## config.mk

```make
export PLATFORM = sky130hd
export DESIGN_NAME = hyscan_wrap
export DESIGN_NICKNAME = d
export VERILOG_FILES = /design/src/rtl/hyscan_pkg.sv /design/src/rtl/hyscan_gen_cell.sv /design/src/rtl/hyscan_chain.sv /design/src/rtl/hyscan_logic.sv /design/src/rtl/hyscan_wrap.sv
export SDC_FILE = /design/constraint.sdc
export NUM_CORES = 1
export LEC_CHECK = 0
export BUFFER_PORTS_ARGS = -buffer_cell sky130_fd_sc_hd__buf_2
export CAP_MARGIN = 10
export CORE_ASPECT_RATIO = 0.6
export CORE_MARGIN = 4
export CORE_UTILIZATION = 40
export CTS_CLUSTER_DIAMETER = 120
export DETAILED_ROUTE_END_ITERATION = 6
export HOLD_SLACK_MARGIN = 0.1
export PLACE_DENSITY = 0.68
export RECOVER_POWER = 100
export SYNTH_ARGS = -nofsm -noshare
export SYNTH_HDL_FRONTEND = slang
export SYNTH_SLANG_ARGS = --single-unit
```

## constraint.sdc

```tcl
create_clock -name clk -period 1.16 [get_ports clk]
set_clock_uncertainty 0.2 [all_clocks]
set_input_delay 0.174 -clock clk [delete_from_list [all_inputs] [get_ports clk]]
set_output_delay 0.174 -clock clk [all_outputs]
set_load 0.01 [all_outputs]
```

## src/rtl/hyscan_pkg.sv

```systemverilog
package hyscan_pkg;

    typedef enum logic {
        GEN_SLOW = 1'b0,
        GEN_FAST = 1'b1
    } gen_kind_e;

    typedef struct packed {
        logic ctrl;
        logic lsen;
    } gen_out_t;

    function automatic int ring_next(input int k, input int n);
        return (k + 1) % n;
    endfunction

    function automatic int ring_prev(input int k, input int n);
        return (k + n - 1) % n;
    endfunction

endpackage

```

## src/rtl/hyscan_gen_cell.sv

```systemverilog
module hyscan_gen_cell
    import hyscan_pkg::*;
#(
    parameter gen_kind_e KIND = GEN_SLOW
) (
    input  logic     clk,
    input  logic     rst,
    input  logic     gse,
    input  logic     si,
    output gen_out_t gen
);

    logic ctrl_q;

    always_ff @(posedge clk) begin
        if (rst) begin
            ctrl_q <= 1'b0;
        end else if (gse) begin
            ctrl_q <= si;
        end else if (KIND == GEN_FAST) begin
            ctrl_q <= 1'b0;
        end
    end

    always_comb begin
        gen.ctrl = ctrl_q;
        gen.lsen = gse | ctrl_q;
    end

    AST_CTRL_CLEAR: assert property (@(posedge clk) rst |=> !ctrl_q);

    generate
        if (KIND == GEN_FAST) begin : g_fast
            AST_FAST_DROP: assert property (@(posedge clk) disable iff (rst)
                !gse |=> (gse || !gen.lsen));
        end else begin : g_slow
            AST_SLOW_HOLD: assert property (@(posedge clk) disable iff (rst)
                !gse |=> (gse || gen.lsen == $past(gen.lsen)));
        end
    endgenerate

endmodule

```

## src/rtl/hyscan_chain.sv

```systemverilog
module hyscan_chain
    import hyscan_pkg::*;
#(
    parameter int        LEN  = 4,
    parameter gen_kind_e KIND = GEN_SLOW
) (
    input  logic           clk,
    input  logic           rst,
    input  logic           gse,
    input  logic           si,
    input  logic [LEN-1:0] d_func,
    output logic [LEN-1:0] q,
    output logic           so
);

    gen_out_t       gen;
    logic [LEN-1:0] shift_src;

    hyscan_gen_cell #(.KIND(KIND)) u_gen (
        .clk (clk),
        .rst (rst),
        .gse (gse),
        .si  (si),
        .gen (gen)
    );

    assign shift_src = {q[LEN-2:0], gen.ctrl};

    always_ff @(posedge clk) begin
        if (rst) begin
            q <= '0;
        end else if (gen.lsen) begin
            q <= shift_src;
        end else begin
            q <= d_func;
        end
    end

    assign so = q[LEN-1];

    AST_SHIFT_PATH: assert property (@(posedge clk) disable iff (rst)
        gen.lsen |=> q == $past(shift_src));
    AST_CAPTURE: assert property (@(posedge clk) disable iff (rst)
        !gen.lsen |=> q == $past(d_func));

endmodule

```

## src/rtl/hyscan_logic.sv

```systemverilog
module hyscan_logic
    import hyscan_pkg::*;
#(
    parameter int N = 16
) (
    input  logic [N-1:0] state,
    input  logic [N-1:0] fin,
    output logic [N-1:0] dnext,
    output logic [N-1:0] fout
);

    generate
        for (genvar k = 0; k < N; k++) begin : g_bit
            localparam int NXT = ring_next(k, N);
            localparam int PRV = ring_prev(k, N);
            assign dnext[k] = state[NXT] ^ fin[k];
            assign fout[k]  = state[k] ^ state[PRV];
        end
    endgenerate

endmodule

```

## src/rtl/hyscan_wrap.sv

```systemverilog
module hyscan_wrap
    import hyscan_pkg::*;
#(
    parameter int                    NUM_CHAINS = 4,
    parameter int                    CHAIN_LEN  = 4,
    parameter logic [NUM_CHAINS-1:0] FAST_MASK  = 'b0001
) (
    input  logic                            clk,
    input  logic                            rst,
    input  logic                            gse,
    input  logic [NUM_CHAINS-1:0]           scan_in,
    output logic [NUM_CHAINS-1:0]           scan_out,
    input  logic [NUM_CHAINS*CHAIN_LEN-1:0] func_in,
    output logic [NUM_CHAINS*CHAIN_LEN-1:0] func_out
);

    localparam int N = NUM_CHAINS * CHAIN_LEN;

    logic [N-1:0] state;
    logic [N-1:0] dnext;

    hyscan_logic #(.N(N)) u_logic (
        .state (state),
        .fin   (func_in),
        .dnext (dnext),
        .fout  (func_out)
    );

    generate
        for (genvar c = 0; c < NUM_CHAINS; c++) begin : g_chain
            localparam gen_kind_e KIND = FAST_MASK[c] ? GEN_FAST : GEN_SLOW;
            hyscan_chain #(.LEN(CHAIN_LEN), .KIND(KIND)) u_chain (
                .clk    (clk),
                .rst    (rst),
                .gse    (gse),
                .si     (scan_in[c]),
                .d_func (dnext[c*CHAIN_LEN +: CHAIN_LEN]),
                .q      (state[c*CHAIN_LEN +: CHAIN_LEN]),
                .so     (scan_out[c])
            );
        end
    endgenerate

endmodule

```

* Yosys cells after proc, flatten, opt, wreduce, memory -nomap -nowiden
Cells that the tools add are included.
** Word-level totals
- ROM bits :: 0
- Logic and storage cells :: 50
- Memories kept :: 0
- Latch bits :: 0
- Output and inout port bits :: 20
- Bits in writable memories :: 0
- Bits in registers :: 20
- Bits of input ports :: 23
** Operators by class
- Eq/ne operators :: 0
- Magnitude comparators :: 0
- Reduce and logical (&&, ||, !) cells :: 1
- Add/sub/neg operators :: 0
- Muxes and demuxes :: 4
- Bitwise logic cells :: 37
- Div/mod/pow operators :: 0
- Shifts and indexed selects :: 0
- Multipliers :: 0
** Operator list (count)
- XOR 1 bit :: 32
- 2-to-1 mux 4 bit :: 4
- OR 1 bit :: 4
- OR reduction 2 bit :: 1
- NOT 1 bit :: 1

* Logic depth before layout (Yosys ltp)
Gate-level depths: netlist (run 1).
- Word-level depth :: 2
- Depth in mapped cells :: 3
- Gate-level depth less buffers :: 2

* Modules after synthesis
From an unflattened synthesis (run 1), not the netlist that was laid out.
** Unflattened totals
- Cells, all modules :: 107
- Area total of the unflattened synthesis :: 1056.0 µm²
** By module, submodules not included
- hyscan_chain :: sequential area each 80.1 µm², area an instance 147.6 µm², cells an instance 14, times used 4
- hyscan_logic :: sequential area each 0.0 µm², area an instance 280.3 µm², cells an instance 32, times used 1
- hyscan_gen_cell at g_chain[1].u_chain.u_gen ... :: sequential area each 20.0 µm², area an instance 47.5 µm², cells an instance 5, times used 3
- hyscan_gen_cell at g_chain[0].u_chain.u_gen :: sequential area each 20.0 µm², area an instance 42.5 µm², cells an instance 4, times used 1

* Worst setup path after synthesis (run 1)
Ideal clock, no wire load.
- Path type :: register to output
- Start :: reg g_chain[0].u_chain.q[3]
- End :: out func_out[4]
- Arrival :: 0.625 ns
- Data required time :: 0.786 ns
- Stages on the path, launching flop included :: 2
- Path slack :: 0.161 ns
- Path buffers :: 0
- Cell sequence :: dfxtp_1 > xor2_1
** Between the ends
- Cells in the longest elaborated chain, start to end :: 1
** Ends and longest elaborated chain
- start: declaration :: RTL line hyscan_chain.sv:12 : output logic [LEN-1:0] q,
- start signal: assignment :: RTL line hyscan_chain.sv:33 : q <= shift_src;
- start signal: assignment :: RTL line hyscan_chain.sv:35 : q <= d_func;
- XOR 1 bit :: RTL line hyscan_logic.sv:17 : assign fout[k] = state[k] ^ state[PRV];
- end: declaration :: RTL line hyscan_wrap.sv:14 : output logic [NUM_CHAINS*CHAIN_LEN-1:0] func_out
No other way between the ends.

* Worst setup path in the final report (run 1)
- Start :: reg g_chain[2].u_chain.q[3]
- End :: out func_out[12]
** Between the ends
- Cells in the longest elaborated chain, start to end :: 1
** Ends and longest elaborated chain (RTL line)
- start: declaration :: hyscan_chain.sv:12
- start signal: assignment :: hyscan_chain.sv:33
- start signal: assignment :: hyscan_chain.sv:35
- XOR 1 bit :: hyscan_logic.sv:17
No other way between the ends.

==> reports/qor.yml, run 1 <==
clock_network:
  clk_latency_ns: 0.25
  cts_tree: "yes"
  cts_made_buffers: 3
  clk_path_buf_depth: 2
  numClockSinks: 20
  h-tree-depth: 1
  clk_pin_slew_ns: 0.07
  cts_hold_buffers: 8
  clock-root-buffer: "clkbuf_8"
setup_path:
  end_kind: "primary output"
  required_ns: 0.79
  max_stage_delay_ns: 0.38
  path_cells: "xor2_1, buf_2"
  crit_fanout: 4
  cp-start-kind: "flip-flop"
  ff2ff_path_depth: 3
  critical_path_class: "reg2out"
  arrival_ns: 0.94
  crit_path_top_delay_cell: "dfxtp_4"
timing:
  fin_hold_ws_ns: 0.00461
  max_freq_mhz: 758
  slew_viol_final: 0
  tightestPinTransition_ns: 0.237
  max_slew_margin_pct: 84.1
  hold_viol_final: 0
  finalWorstSetupSlack_ns: -0.159
  fin_crit_ns: 1.32
  setup_violations: 17
  post-route-period-util_pct: 114
  rsz0062_at_grt: "true"
grt:
  grt_usage_pct: 13.3
  grt_pass1_wl_um: 3520
  grt_pass1_vias: 764
  antenna_found_initial: 0
  grt.overflow.total: 0
  grt_start_max_net_pins: 21
synthesis:
  syn_inst: 104
  synth_seq_cells: 20
  yosysUniqueCellTypes: 15
  synth_area_um2: 1060
  yosysSeqAreaShare_pct: 37.6
  syn_area_per_cell_um2: 10.2
  synth.net_count: 127
  yosys_warnings: 0
routing:
  drtIter0Drc: 33
  wl_per_cell_um: 12.6
  drcViolationCount: 0
  ant_nets: 0
  totalWireLength_um: 2400
  dr.pass1.iters: 4
  drt-vias-per-instance: 4.65
  vias: 883
cells_and_area:
  area_delta_synth_final_pct: 47.1
  diodes: 0
  nets: 182
  drive_above_1_share_pct: 47.5
  layout_common_cells: "39 x buf_2, 15 x xor2_1, 15 x xnor2_1"
  layout_commonest_cell: "buf_2"
placed_design:
  port_buffers: 42
  gp_congestion: 0.701
  hpwlAfterDp_um: 1680
  dp_slack_ns: 0.0124
hold_path:
  min_path_cells: 3
  hold_class: "in2reg"
die:
  core-area_um2: 2520
  start_util_pct: 42.2
  dieArea_um2: 3570
  die_w_um: 74.6
  io_pins: 43
  num_rows: 14
  die_h_um: 47.9
pwr:
  peakVddDrop_mv: 0.605
  leakage_nw: 0.758
  power_density_nw_per_um2: 1220
status:
  status: "complete, but fails checks"
  violations: "setup timing"
run:
  cap_viol_max_count: 0
==> worst paths after layout <==
path                                                       from                       to  slack [ns]
worst max-delay path                    g_chain[2].u_chain.q[3]             func_out[12]       -0.16
worst min-delay path                                 func_in[9]  g_chain[2].u_chain.q[1]       0.005
worst max register to register          g_chain[1].u_chain.q[1]  g_chain[1].u_chain.q[2]        0.05
worst min register to register  g_chain[0].u_chain.u_gen.ctrl_q  g_chain[0].u_chain.q[0]        0.32
==> final cells by class <==
class	count	area, um^2
Clock buffer	4	55.1
Fill cell	220	958
Inverter	4	15.0
Multi-Input combinational cell	72	612
Sequential cell	20	453
Tap cell	32	40.0
Timing Repair Buffer	58	389
==> sequential cells by signal, summed over array words and instances (netlist names) <==
signal and cells:
g_chain.u_chain.u_gen.ctrl_q 4, g_chain.u_chain.q 16
==> Yosys cell counts <==
library cell   n  area [um^2]
buf_4          4         30.0
buf_6          2         22.5
xnor2_1       16          140
inv_1          4         15.0
clkbuf_1       1         3.75
dfxtp_1       20          400
a211oi_1      12         90.1
xor2_1        16          140
and3b_1        1         8.76
nor2_1         7         26.3
mux2i_1        3         30.0
buf_2          1         5.00
or2_2          1         6.26
o21ba_1       12          120
o22ai_1        4         25.0
==> where the power goes <==
part           leakage (nW)  internal [mW]  switching [mW]
Combinational         0.555          0.320           0.236
Clock                0.0288          0.302           0.222
Sequential            0.175          0.749          0.0863
Total                 0.758           1.37           0.544
==> kinds of logic after synthesis <==
group                  after synthesis  synth area share [%]
buffers and inverters               12                  7.18
AO/OA/AOI/OAI                       28                  22.1
multiplexers                         3                  2.82
XOR/XNOR                            32                  26.4
AND/OR/NAND/NOR                      9                  3.88
flip-flops                          20                  37.6
==> worst max-delay path, delay by kind of cell, from the launching register on <==
kind | cells | cell delay [ns]
xor gates and xnor gates | 1 | 0.16
buffers and inverters | 1 | 0.15
DFF | 1 | 0.38
==> metrics by stage <==
stage,instances,TNS (ns),cell area (um^2),power (mW),utilization (%)
2_1_floorplan,104,0,1060,1.15,-
6_report,190,-2.08,1560,1.91,62.0
3_5_place_dp,173,0,1300,1.33,51.5
4_1_cts,189,-2.14,1540,1.90,60.9
3_3_place_gp,173,0,1300,1.32,51.5
5_1_grt,190,-2.98,1560,2.03,62.0
==> what timing repair did <==
item,in CTS,in global routing
setup endpoints to repair,20,22
endpoints found under the hold margin,20,14
buffers inserted,4,1
pin swaps,4,6
resized for setup,34,5
==> routing by layer <==
metal | wire, um | share of wire (%) | track usage [%] | vias to the layer above
li1 | - | - | - | 457
met4 | 8 | 0.33 | 3.19 | 0
met1 | 1150 | 48 | 18.6 | 397
met3 | 164 | 6.8 | 5.24 | 2
met5 | 0 | 0 | 0 | -
met2 | 1070 | 45 | 19.2 | 27
Power figures use the tool's default switching activity.
==> run 2, diff against run 1 <==
Settings changed: SYNTH_HIERARCHICAL from default to 1.
==> run 2 against run 1 <==
The flow still finishes with violations (setup timing). Combinational power increased by 3%. Synthesized cell count increased by 2.9%. Hold slack improved by 0.026 ns. Final cell count increased by 4.7%. Setup slack improved by 0.013 ns.
==> reports/qor.yml, run 2 <==
synthesis:
  synth.net_count: 130  # +2.4%
  ys_async_sr_fraction_pct: 0  # unchanged
  synth_top_area_share_pct: 37.9  # +0.27 points
  synth_common_cells: "32 x xor2_1, 20 x dfxtp_1, 19 x mux2i_1, 19 x nor2_1, 8 x buf_4"
  yosysMostFrequentCell: "xor2_1"
  synth-xor-area-share_pct: 26.5  # +0.19 points
  synth_area_um2: 1060  # -0.71%
  synth.area.top_cells: "dfxtp_1 38%, xor2_1 27%, mux2i_1 18%"
  syn_inst: 107  # +2.9%
  synth_compound_area_share_pct: 0  # -22 points
  yosysTopAreaCell: "dfxtp_1"
  synth_edf_count: 0  # unchanged
  synth_seq_cells: 20  # unchanged
  yosysUniqueCellTypes: 8  # -7
  yosys_warnings: 6  # +6
  synth_ff_type: "dfxtp_1"
  yosysSeqAreaShare_pct: 37.9  # +0.27 points
  synth_simple_gate_area_share_pct: 9.95  # +6.1 points
  synth_mux_area_share_pct: 18.0  # +15 points
  synthAdderAreaFrac_pct: 0  # unchanged
  syn_area_per_cell_um2: 9.87  # -3.5%
  synth_top_family_by_area: "XOR/XNOR gates"
routing:
  drtIter0Drc: 36  # +9.1%
  dr.pass1.iters: 3  # -1
  wl_met3_um: 169  # +3.0%
  route.met2.wl_um: 1110  # +3.3%
  ant_nets: 0  # unchanged
  drt-vias-per-instance: 4.39  # -5.5%
  vias: 874  # -1.0%
  drcViolationCount: 0  # unchanged
  wl_per_cell_um: 12.1  # -3.8%
  routedLengthMet1_um: 1120  # -2.5%
  top_layer: "met4"
  totalWireLength_um: 2410  # +0.71%
timing:
  finalWorstSetupSlack_ns: -0.146  # +0.0131 ns
  max_slew_margin_pct: 85.5  # +1.4 points
  tightestPinTransition_ns: 0.217  # -0.0201 ns
  rsz0062_at_grt: "true"
  fin_tns_setup_ns: -2.11  # -0.0295 ns
  hold_viol_final: 0  # unchanged
  fin_crit_ns: 1.31  # -0.0131 ns
  setup_violations: 19  # +2
  max_freq_mhz: 766  # +1.0%
  post-route-period-util_pct: 113  # -1.1 points
  slew_viol_final: 0  # unchanged
cells_and_area:
  largestRegisters: "g_chain.u_chain/q x16, g_chain.u_chain/u_gen/ctrl_q x4"
  nets: 192  # +5.5%
  seqCellArea_um2: 460  # +1.7%
  layout_common_cells: "40 x buf_2, 28 x xor2_1, 19 x mux2i_1, 19 x nor2_1, 16 x dfxtp_4"
  finish.utilization_pct: 64.3  # +2.3 points
  area_delta_synth_final_pct: 52.6
  diodes: 0  # unchanged
  layout_commonest_cell: "buf_2"
  layoutNonFillerInstCount: 199  # +4.7%
  fill_cells: 214  # -2.7%
  drive_above_1_share_pct: 53.9  # +6.4 points
  top_register: "g_chain.u_chain/q"
  largest_reg_flops: 16  # unchanged
  multi_input_area_um2: 616  # +0.61%
die:
  start_util_pct: 42.2  # about the same
  dieArea_um2: 3550  # -0.61%
  num_rows: 14  # unchanged
  core-area_um2: 2500  # -0.69%
  io_pins: 43  # unchanged
  die_h_um: 47.8  # -0.29%
  die_w_um: 74.3  # -0.32%
setup_path:
  crit_fanout: 4  # unchanged
  critPathBufInv: 1  # unchanged
  path_cells: "xor2_1, buf_2"
  max_stage_delay_ns: 0.37  # about the same
  cp-start-kind: "flip-flop"
  required_ns: 0.79  # about the same
  end_kind: "primary output"
  crit_family: "flip-flops"
  arrival_ns: 0.93  # about the same
  critical_path_class: "reg2out"
  crit_path_top_delay_cell: "dfxtp_4"
clock_network:
  clk_latency_ns: 0.25  # about the same
  cts_made_buffers: 3  # unchanged
  cts_hold_buffers: 5  # -3
  numClockSinks: 20  # unchanged
  clk_path_buf_depth: 2  # unchanged
  clock-root-buffer: "clkbuf_8"
  clk_pin_slew_ns: 0.07  # about the same
  h-tree-depth: 1  # unchanged
  cts_tree: "yes"
pwr:
  finalPower_mw: 1.81  # -5.2%
  power_density_nw_per_um2: 1130  # -8.0%
  peakVddDrop_mv: 0.580  # -4.2%
  leakage_nw: 0.906  # +20%
grt:
  grt_start_max_net_pins: 13  # -38%
  grt.overflow.total: 0  # unchanged
  antenna_found_initial: 0  # unchanged
  grt_usage_pct: 13.8  # +0.49 points
  grt_pass1_vias: 882  # +15%
  grt_pass1_wl_um: 3700  # +5.1%
placed_design:
  gp_congestion: 0.650  # -7.2%
  port_buffers: 42  # unchanged
  hpwlAfterDp_um: 1650  # -1.6%
  dp.cells: 175  # +1.2%
hold_path:
  hold_class: "in2reg"
status:
  status: "complete, but fails checks"
  violations: "setup timing"
run:
  cap_viol_max_count: 0  # unchanged
==> run 2: changes by cell type in the layout (fill, tap and decap cells not counted), moves of 4 or more <==
cell,previous run,this run
or2_4,0,4
o22ai_1,4,0
mux2i_1,3,19
xor2_1,15,28
buf_6,3,8
nor2_1,7,19
o21ba_1,12,0
inv_1,4,0
buf_4,4,14
a211oi_1,10,0
xnor2_1,15,0
==> run 2: power by group <==
part / leakage, nW / internal (mW) / total, mW / switching, mW
registers: 0.176 / 0.741 / 0.807 / 0.0659
logic: 0.709 / 0.319 / 0.570 / 0.251
clock network: 0.0216 / 0.231 / 0.437 / 0.207
total: 0.906 / 1.29 / 1.81 / 0.524
==> run 2: per-stage QoR <==
| step | setup slack [ns] | hold WS [ns] | instance area [um^2] |
|---|---|---|---|
| finish | -0.146 | 0.0305 | 1610 |
| global route | -0.195 | 0.0501 | 1610 |
| CTS | -0.165 | 0.0289 | 1510 |
| detailed placement | -0.00737 | 0.218 | 1270 |
| global placement | -0.000315 | 0.211 | 1270 |
| floorplan | 0.0141 | 0.0464 | 1060 |
==> run 2: kinds of logic after synthesis <==
family / count (synthesis)
xor gates and xnor gates: 32
and+or+nand+nor: 24
muxes: 19
DFF: 20
buffers and inverters: 12
==> run 2: final cells by class <==
class / count / share of cell area [%]
Multi-Input combinational cell: 75 / 38.2
Sequential cell: 20 / 28.6
Timing Repair Buffer: 69 / 28.2
Clock buffer: 3 / 2.56
Tap cell: 32 / 2.48
==> run 2: path summary, 6_finish.rpt <==
check | startpoint | end | slack [ns] | cells past startpoint
hold / removal | rst | g_chain[3].u_chain/q[3] | 0.03 | 2
hold reg to reg | g_chain[0].u_chain/u_gen/ctrl_q | g_chain[0].u_chain/q[0] | 0.31 | 2
setup reg to reg | g_chain[3].u_chain/q[0] | g_chain[2].u_chain/q[3] | -0.06 | 5
setup / recovery | g_chain[2].u_chain/q[2] | func_out[11] | -0.15 | 2
==> run 2: per-layer routing <==
layer  track usage, %  vias to the layer above
met3             4.61                        2
met4             3.19                        0
met5                0                        -
met1             17.2                      392
met2             23.8                       31
li1                 -                      449
==> run 2: timing repair <==
item,CTS,global route
gates resized for setup,36,13
pin swaps,10,15
hold endpoints to repair,20,12
setup buffers,10,6
endpoints found under the setup margin,28,31
